[src/rtl/pmu_pkg.sv]
package pmu_pkg;

   typedef enum logic [3:0] {
      OP_NOP         = 4'd0,
      OP_LIT         = 4'd1,
      OP_LD_R_INC    = 4'd2,
      OP_ST_R_INC    = 4'd3,
      OP_LD_A        = 4'd4,
      OP_LD_A_INC    = 4'd5,
      OP_ST_A        = 4'd6,
      OP_ST_A_INC    = 4'd7,
      OP_T_TO_A      = 4'd8,
      OP_A_TO_T      = 4'd9,
      OP_T_TO_R      = 4'd10,
      OP_R_TO_T      = 4'd11,
      OP_RET         = 4'd12,
      OP_CALL        = 4'd13
   } op_e;

   typedef enum logic [1:0] {ASEL_P, ASEL_R, ASEL_A} addr_sel_e;
   typedef enum logic [2:0] {TS_HOLD, TS_MEM, TS_A, TS_R, TS_NEXT} t_sel_e;
   typedef enum logic [2:0] {RS_HOLD, RS_INC, RS_T, RS_P, RS_UNDER} r_sel_e;
   typedef enum logic [1:0] {PS_HOLD, PS_INC, PS_T} p_sel_e;
   typedef enum logic [1:0] {AS_HOLD, AS_INC, AS_T} a_sel_e;

   typedef struct packed {
      addr_sel_e asel;
      t_sel_e    tsel;
      r_sel_e    rsel;
      p_sel_e    psel;
      a_sel_e    aupd;
      logic      ds_push;
      logic      ds_pop;
      logic      rs_push;
      logic      rs_pop;
      logic      we;
      logic      ir_load;
   } ctl_t;

endpackage

[src/rtl/pmu_decode.sv]
module pmu_decode
   import pmu_pkg::*;
(
   input  logic [3:0] op,
   output ctl_t       ctl
);

   always_comb begin
      ctl = '0;
      ctl.asel = ASEL_P;
      unique case (op)
         OP_LIT: begin
            ctl.asel = ASEL_P;  ctl.ds_push = 1'b1;
            ctl.tsel = TS_MEM;  ctl.psel    = PS_INC;
         end
         OP_LD_R_INC: begin
            ctl.asel = ASEL_R;  ctl.ds_push = 1'b1;
            ctl.tsel = TS_MEM;  ctl.rsel    = RS_INC;
         end
         OP_ST_R_INC: begin
            ctl.asel = ASEL_R;  ctl.we      = 1'b1;
            ctl.ds_pop = 1'b1;  ctl.tsel    = TS_NEXT;
            ctl.rsel = RS_INC;
         end
         OP_LD_A, OP_LD_A_INC: begin
            ctl.asel = ASEL_A;  ctl.ds_push = 1'b1;
            ctl.tsel = TS_MEM;
            ctl.aupd = (op == OP_LD_A_INC) ? AS_INC : AS_HOLD;
         end
         OP_ST_A, OP_ST_A_INC: begin
            ctl.asel = ASEL_A;  ctl.we      = 1'b1;
            ctl.ds_pop = 1'b1;  ctl.tsel    = TS_NEXT;
            ctl.aupd = (op == OP_ST_A_INC) ? AS_INC : AS_HOLD;
         end
         OP_T_TO_A: begin
            ctl.ds_pop = 1'b1;  ctl.tsel = TS_NEXT;  ctl.aupd = AS_T;
         end
         OP_A_TO_T: begin
            ctl.ds_push = 1'b1; ctl.tsel = TS_A;
         end
         OP_T_TO_R: begin
            ctl.ds_pop  = 1'b1; ctl.tsel = TS_NEXT;
            ctl.rs_push = 1'b1; ctl.rsel = RS_T;
         end
         OP_R_TO_T: begin
            ctl.ds_push = 1'b1; ctl.tsel = TS_R;
            ctl.rs_pop  = 1'b1; ctl.rsel = RS_UNDER;
         end
         OP_RET: begin
            ctl.asel    = ASEL_R;  ctl.ir_load = 1'b1;
            ctl.psel    = PS_INC;  ctl.rs_pop  = 1'b1;
            ctl.rsel    = RS_UNDER;
         end
         OP_CALL: begin
            ctl.ds_pop  = 1'b1; ctl.tsel = TS_NEXT;
            ctl.rs_push = 1'b1; ctl.rsel = RS_P;
            ctl.psel    = PS_T;
         end
         default: ;
      endcase
   end

endmodule

[src/rtl/pmu_addr_path.sv]
module pmu_addr_path
   import pmu_pkg::*;
#(
   parameter int WIDTH = 16
) (
   input  addr_sel_e         asel,
   input  logic [WIDTH-1:0]  p_q,
   input  logic [WIDTH-1:0]  r_q,
   input  logic [WIDTH-1:0]  a_q,
   output logic [WIDTH-1:0]  addr,
   output logic [WIDTH-1:0]  addr_nx
);

   always_comb begin
      unique case (asel)
         ASEL_R:  addr = r_q;
         ASEL_A:  addr = a_q;
         default: addr = p_q;
      endcase
   end

   // the one incrementer shared by every post-increment
   assign addr_nx = addr + WIDTH'(1);

endmodule

[src/rtl/pmu_stack.sv]
module pmu_stack #(
   parameter int WIDTH = 16,
   parameter int DEPTH = 8
) (
   input  logic             clk,
   input  logic             rst,
   input  logic             push,
   input  logic             pop,
   input  logic [WIDTH-1:0] din,
   output logic [WIDTH-1:0] under
);

   localparam int PW = (DEPTH > 1) ? $clog2(DEPTH) : 1;

   generate
      if (DEPTH < 2 || (DEPTH & (DEPTH - 1)) != 0) begin : g_bad_depth
         $error("pmu_stack: DEPTH must be a power of two, at least 2");
      end
   endgenerate

   logic [PW-1:0]    sp;
   logic [PW-1:0]    top_idx;
   logic [WIDTH-1:0] ent [DEPTH];

   assign top_idx = sp - PW'(1);
   assign under   = ent[top_idx];

   always_ff @(posedge clk) begin
      if (rst)       sp <= '0;
      else if (push) sp <= sp + PW'(1);
      else if (pop)  sp <= top_idx;
   end

   always_ff @(posedge clk) begin
      if (!rst && push) ent[sp] <= din;
   end

endmodule

[src/rtl/ptr_mem_unit.sv]
module ptr_mem_unit
   import pmu_pkg::*;
#(
   parameter int WIDTH    = 16,
   parameter int DS_DEPTH = 8,
   parameter int RS_DEPTH = 8
) (
   input  logic             clk,
   input  logic             rst,
   input  logic [3:0]       op,
   input  logic [WIDTH-1:0] mem_rdata,
   output logic [WIDTH-1:0] mem_addr,
   output logic             mem_we,
   output logic [WIDTH-1:0] mem_wdata,
   output logic [WIDTH-1:0] t_out,
   output logic [WIDTH-1:0] r_out,
   output logic [WIDTH-1:0] p_out,
   output logic [WIDTH-1:0] a_out,
   output logic [WIDTH-1:0] i_out
);

   generate
      if (WIDTH < 2) begin : g_bad_width
         $error("ptr_mem_unit: WIDTH must be at least 2");
      end
   endgenerate

   ctl_t             ctl;
   logic [WIDTH-1:0] t_q, r_q, p_q, a_q, i_q;
   logic [WIDTH-1:0] addr, addr_nx;
   logic [WIDTH-1:0] ds_under, rs_under;

   pmu_decode u_dec (
      .op  (op),
      .ctl (ctl)
   );

   pmu_addr_path #(.WIDTH(WIDTH)) u_addr (
      .asel    (ctl.asel),
      .p_q     (p_q),
      .r_q     (r_q),
      .a_q     (a_q),
      .addr    (addr),
      .addr_nx (addr_nx)
   );

   pmu_stack #(.WIDTH(WIDTH), .DEPTH(DS_DEPTH)) u_dstk (
      .clk   (clk),
      .rst   (rst),
      .push  (ctl.ds_push),
      .pop   (ctl.ds_pop),
      .din   (t_q),
      .under (ds_under)
   );

   pmu_stack #(.WIDTH(WIDTH), .DEPTH(RS_DEPTH)) u_rstk (
      .clk   (clk),
      .rst   (rst),
      .push  (ctl.rs_push),
      .pop   (ctl.rs_pop),
      .din   (r_q),
      .under (rs_under)
   );

   always_ff @(posedge clk) begin
      if (rst) begin
         t_q <= '0;
         r_q <= '0;
         p_q <= '0;
         a_q <= '0;
         i_q <= '0;
      end else begin
         unique case (ctl.tsel)
            TS_MEM:  t_q <= mem_rdata;
            TS_A:    t_q <= a_q;
            TS_R:    t_q <= r_q;
            TS_NEXT: t_q <= ds_under;
            default: ;
         endcase
         unique case (ctl.rsel)
            RS_INC:   r_q <= addr_nx;
            RS_T:     r_q <= t_q;
            RS_P:     r_q <= p_q;
            RS_UNDER: r_q <= rs_under;
            default:  ;
         endcase
         unique case (ctl.psel)
            PS_INC:  p_q <= addr_nx;
            PS_T:    p_q <= t_q;
            default: ;
         endcase
         unique case (ctl.aupd)
            AS_INC:  a_q <= addr_nx;
            AS_T:    a_q <= t_q;
            default: ;
         endcase
         if (ctl.ir_load) i_q <= mem_rdata;
      end
   end

   assign mem_addr  = addr;
   assign mem_we    = ctl.we;
   assign mem_wdata = t_q;
   assign t_out     = t_q;
   assign r_out     = r_q;
   assign p_out     = p_q;
   assign a_out     = a_q;
   assign i_out     = i_q;

endmodule

[config.mk]
export PLATFORM = sky130hd
export DESIGN_NAME = ptr_mem_unit
export DESIGN_NICKNAME = d
export VERILOG_FILES = /design/src/rtl/pmu_pkg.sv /design/src/rtl/pmu_decode.sv /design/src/rtl/pmu_addr_path.sv /design/src/rtl/pmu_stack.sv /design/src/rtl/ptr_mem_unit.sv
export SDC_FILE = /design/constraint.sdc
export NUM_CORES = 1
export LEC_CHECK = 0
export BUFFER_PORTS_ARGS = -buffer_cell sky130_fd_sc_hd__buf_2
export CORE_MARGIN = 2
export CORE_UTILIZATION = 25
export DETAILED_ROUTE_END_ITERATION = 7
export MAX_ROUTING_LAYER = met4
export PLACE_DENSITY = 0.44
export SKIP_CTS_REPAIR_TIMING = 1
export SLEW_MARGIN = 0
export SYNTH_ARGS = -nofsm -noshare
export SYNTH_HDL_FRONTEND = slang
export SYNTH_HIERARCHICAL = 1
export SYNTH_SLANG_ARGS = --single-unit
export TNS_END_PERCENT = 50
[constraint.sdc]
create_clock -name clk -period 3 [get_ports clk]
set_input_delay 0.15 -clock clk [delete_from_list [all_inputs] [get_ports clk]]
set_output_delay 0.15 -clock clk [all_outputs]
set_load 0.02 [all_outputs]
; ---- After elaboration in Yosys (flattened, before gate mapping)
; Memories as Yosys holds them, arrays and structs flattened.
; Cells that the tools add are included.
[totals]
output_inout_bits = 113
wordCells = 88
ff_bits = 86
mem_count = 2
ramBits = 256
inputBits = 22
[classes]
n_mux = 26
n_eq_ne = 27
reduce_logical = 21
add_sub_neg = 5
[memory_table]
columns = name, words, word_bits, rd, rd_clocked_by_memory_dff, wr, line_no
row1 = u_dstk.ent, 8, 16, 1, 0, 1, pmu_stack.sv:23  ; logic [WIDTH-1:0] ent [DEPTH];
row2 = u_rstk.ent, 8, 16, 1, 0, 1, pmu_stack.sv:23
[op_table]
columns = op, count
row1 = $pmux W16 S4, 2
row2 = $pmux W16 S2, 3
row3 = $eq A4 B4 Y1 const B, 6
row4 = $pmux W3 S4, 2
row5 = $add A16 B1 Y16 const B, 1
row6 = $eq A4 B3 Y1 const B, 4
row7 = $eq A3 B2 Y1 const B, 4
row8 = $mux W1, 12
row9 = $mux W3, 4
row10 = $reduce_or A2 Y1, 6
row11 = $reduce_or A6 Y1, 2
row12 = $eq A4 B2 Y1 const B, 2
row13 = $pmux W2 S2, 2
row14 = $reduce_bool A2 Y1, 4
row15 = $reduce_bool A4 Y1, 2
row16 = $reduce_or A4 Y1, 2
row17 = $add A3 B1 Y3 const B, 2
row18 = $eq A2 B1 Y1 const B, 3
row19 = $eq A2 B2 Y1 const B, 3
row20 = $eq A3 B1 Y1 const B, 2
row21 = $eq A3 B3 Y1 const B, 2
row22 = $pmux W2 S3, 1
row23 = $reduce_or A3 Y1, 2
row24 = $sub A3 B1 Y3 const B, 2
row25 = 3 further kinds, 4

; ---- Logic depth before layout (Yosys ltp)
[logic_depth]
depth_word = 7
ltp_mapped = 20

; ---- Cells and area by module
; The synthesis kept the hierarchy.
[by_module_without_submodules]
columns = module, instances, cells_per_inst, area_each_um2, seq_area_each_um2
row1 = pmu_stack (u_rstk), 1, 328, 5381.4, 3903.7
row2 = pmu_stack (u_dstk), 1, 328, 5378.9, 3903.7
row3 = ptr_mem_unit, 1, 511, 4236.6, 1601.5
row4 = pmu_addr_path, 1, 112, 857.1, 0.0
row5 = pmu_decode, 1, 37, 235.2, 0.0

; ---- Worst setup path after synthesis
; Ideal clock, no wire load.
[synth_timing]
path_type = input -> register
startpoint = input port op[0]
endpoint = register a_q[14] (netlist: a_out[14])
arrival_time_ns = 3.094
setup_time_ns = 0.128
path_stages = 20
setup_slack_ns = -0.222
cell_sequence = buf_4 > nor2_1 > and3_1 > o21bai_1 > inv_1 > ha_1 > buf_6 > buf_6 > nor2b_4 > nor2_1 > ha_1 > inv_1 > a211oi_2 > nand3_1 > nor4_2 > xor2_1 > mux2i_1 > nor2_1 > a21oi_1 > nor2_1
[synth_rtl]
columns = item, line_no
row1 = "start, declared", ptr_mem_unit.sv:10  ; input logic [3:0] op,
row2 = "end signal, assigned", ptr_mem_unit.sv:93  ; AS_INC: a_q <= addr_nx;
row3 = "end signal, assigned", ptr_mem_unit.sv:94  ; AS_T: a_q <= t_q;
row4 = "end, declared", ptr_mem_unit.sv:29  ; logic [WIDTH-1:0] t_q, r_q, p_q, a_q, i_q;

==> qor.txt <==
Run status - completed
Vias in the first global route - 11100
Initial DRC Count - 595
Final period util - 0.932
Yosys top cell by area - edfxtp_1
Share of the synthesized area in the top cell type - 0.478
Max clock buf depth - 3
Fmax - 358 MHz
Nets - 1558
Final wirelength - 48000 µm
Share of cells above drive strength 1 - 0.245
GR Util met3 - 0.0329
P_int - 9.16 mW
CTS sink count - 342
Fin. max-slew vios - 0
1st-pass router iterations - 5
Starting Density - 0.251
DR WL/cell - 19.9 µm
GRT Util Overall - 0.148
Area growth syn-to-layout - 22.2%
Hold Path Class - input port to flip-flop
Mapped Area - 16100 µm²
RD Place Congestion - 0.865
Clock Skews - 30.2 ps
Total power after layout - 13.0 mW
FF-to-FF Start - u_rstk/sp[1]
DIE AREA - 66400 µm²
Unique masters post-synth - 60
Leakage power - 7.09 nW
Antenna violations before repair - 0
Vias/cell - 4.68
CTS Root Cell - clkbuf_16
Ant diodes - 0
Core ar. - 64000 µm²
Yosys warning total - 6
Met2 Use GR - 0.217
Critical Path End Type - flip-flop
Finished Core Util - 0.307
Clock share of power - 0.368
Total I/O pin count - 135
Post-synthesis async set-or-reset flop share - 0
CP startpoint - op[0]
CTS Buf Count - 42
GRT overflow - 0
Met1 Resource Use GR - 0.206
Width of the die - 258 µm
Chip height - 258 µm
NetSw - 3.81 mW
Worst VDD drop - 0.365 mV
Pin count of the biggest net entering global routing - 71
Final hold vios - 0
Max_cap viols - 0
Top FF cell, synth - edfxtp_1
Syn nets - 1347
PortBufs - 134
Power Dens Cells - 660 nW/µm²
Sequential share of power - 0.433
Hpwl dp - 32900 µm
Hold path start - op[2]
#FFs+latches synth - 342
Crit path max fanout - 16
Htree depth - 2
CTS clock-pin slew for the worst setup and hold paths - 60 ps
WP data required - 3490 ps
Final setup vio count - 0
WP data arrival - 3290 ps
Top Usage Layer GRT - met2
Syn Area/Cell - 12.2 µm²
Clock latency on the worst-skew pair - 570 ps
Global-route wire length before repair - 71700 µm
Post-synth EDFFs - 256
Final min period - 2800 ps
Sequential share of the synthesized area - 0.585
Slew @ Worst Pin - 1180 ps
Antenna viol nets, final - 0
# rows - 93
Synth area leaders - edfxtp_1, mux2i_1, dfxtp_1
RSZ-0062 raised after global routing - no
Via count - 11300
Setup CP Type - input port to flip-flop
CTS tree - yes
Max_slew headroom - 0.210
Startpoint Class - input port
Sw Share - 0.294
DRC violations left - 0
Comb power frac - 0.200
Post-synthesis cell count - 1316
layer usage:
metal  share of wire  up-vias
met5               0        -
met4           0.019        0
met3           0.063       64
met2            0.43      291
met1            0.49     5634
li1                -     5322
Yosys cell counts (10+ instances only):
cell type and instances:
mux2i_1 176, buf_6 22, o22ai_1 32, buf_2 39, a2bb2oi_1 21, xnor2_1 11, and4_1 32, edfxtp_1 256
buf_4 35, a211oi_1 31, a22oi_1 12, nor2_1 140, nor3_1 10, a21oi_1 36, clkbuf_1 17, dfxtp_1 86
nand3_1 137, nand2_1 88, a2bb2oi_2 10, inv_1 15
worst max-delay path, stage by stage:
cell and delay [ps]:
buf_2 110, nor2_1 140, and3_1 200, o21bai_1 110, buf_4 160, inv_1 50
ha_1 320, buf_12 160, nor2b_1 150, nor2_2 140, ha_1 220, inv_1 80
a211oi_2 220, nand3_2 220, nor3_1 240, xor2_1 250, mux2i_1 110, nor2_1 120
a21oi_1 50, nor2_1 90
logic make-up after synthesis:
logic type	Yosys count	share of synthesized area
AND/OR/NAND/NOR	453	0.142
flip-flops	342	0.585
XOR/XNOR	23	0.0153
multiplexers	178	0.112
buffers and inverters	134	0.0547
AO/OA/AOI/OAI	177	0.0844
adder cells (fa/ha/maj)	9	0.00700
layout by cell type (no fill, tap or decap), types with 17 or more instances in the layout:
master / count
dfxtp_1: 86
buf_4: 127
nand2_1: 88
mux2i_1: 176
dlygate4sd3_1: 17
nor2_1: 138
o22ai_1: 32
clkbuf_16: 43
a2bb2oi_1: 21
a21oi_1: 36
edfxtp_1: 256
nand3_1: 136
a211oi_1: 31
and4_1: 32
buf_2: 133
metrics by stage:
stage	instances	setup slack [ps]	hold slack [ps]	TNS, ps	instance area, µm²
detailed placement	2321	-322	418	-5970	18200
floorplan	1316	-5.04	222	-10.1	16100
finish	2415	205	390	0	19700
global placement	2321	-293	406	-4320	18200
global route	2415	19.9	392	0	19700
CTS	2398	262	-176	0	19500
layout make-up:
class | count | area, µm²
Sequential cell | 342 | 9410
Tap cell | 855 | 1070
Fill cell | 6588 | 44300
Multi-Input combinational cell | 840 | 5920
Clock inverter | 25 | 181
Inverter | 19 | 86.3
Timing Repair Buffer | 282 | 1890
Clock buffer | 52 | 1110
sequential cells by signal, summed over array words and instances (netlist names):
name        cells
u_dstk/ent    128
i_out          16
a_out          16
p_out          16
u_rstk/ent    128
u_rstk/sp       3
mem_wdata      16
r_out          16
u_dstk/sp       3
power groups by stage:
stage | clock network (mW) | logic, mW | registers (mW)
detailed placement | 0 | 2.60 | 5.73
floorplan | 0 | 1.77 | 5.70
finish | 4.77 | 2.59 | 5.61
global route | 5.10 | 2.82 | 5.65
CTS | 4.91 | 2.61 | 5.63
global placement | 0 | 2.60 | 5.72
final timing paths:
path | end | slack, ps | cells after the start
setup reg to reg | r_out[3] | 400 | 8
hold reg to reg | i_out[7] | 490 | 2
hold / removal | i_out[14] | 390 | 5
setup / recovery | p_out[12] | 200 | 20
No activity file was read; power rests on OpenSTA's default activity.
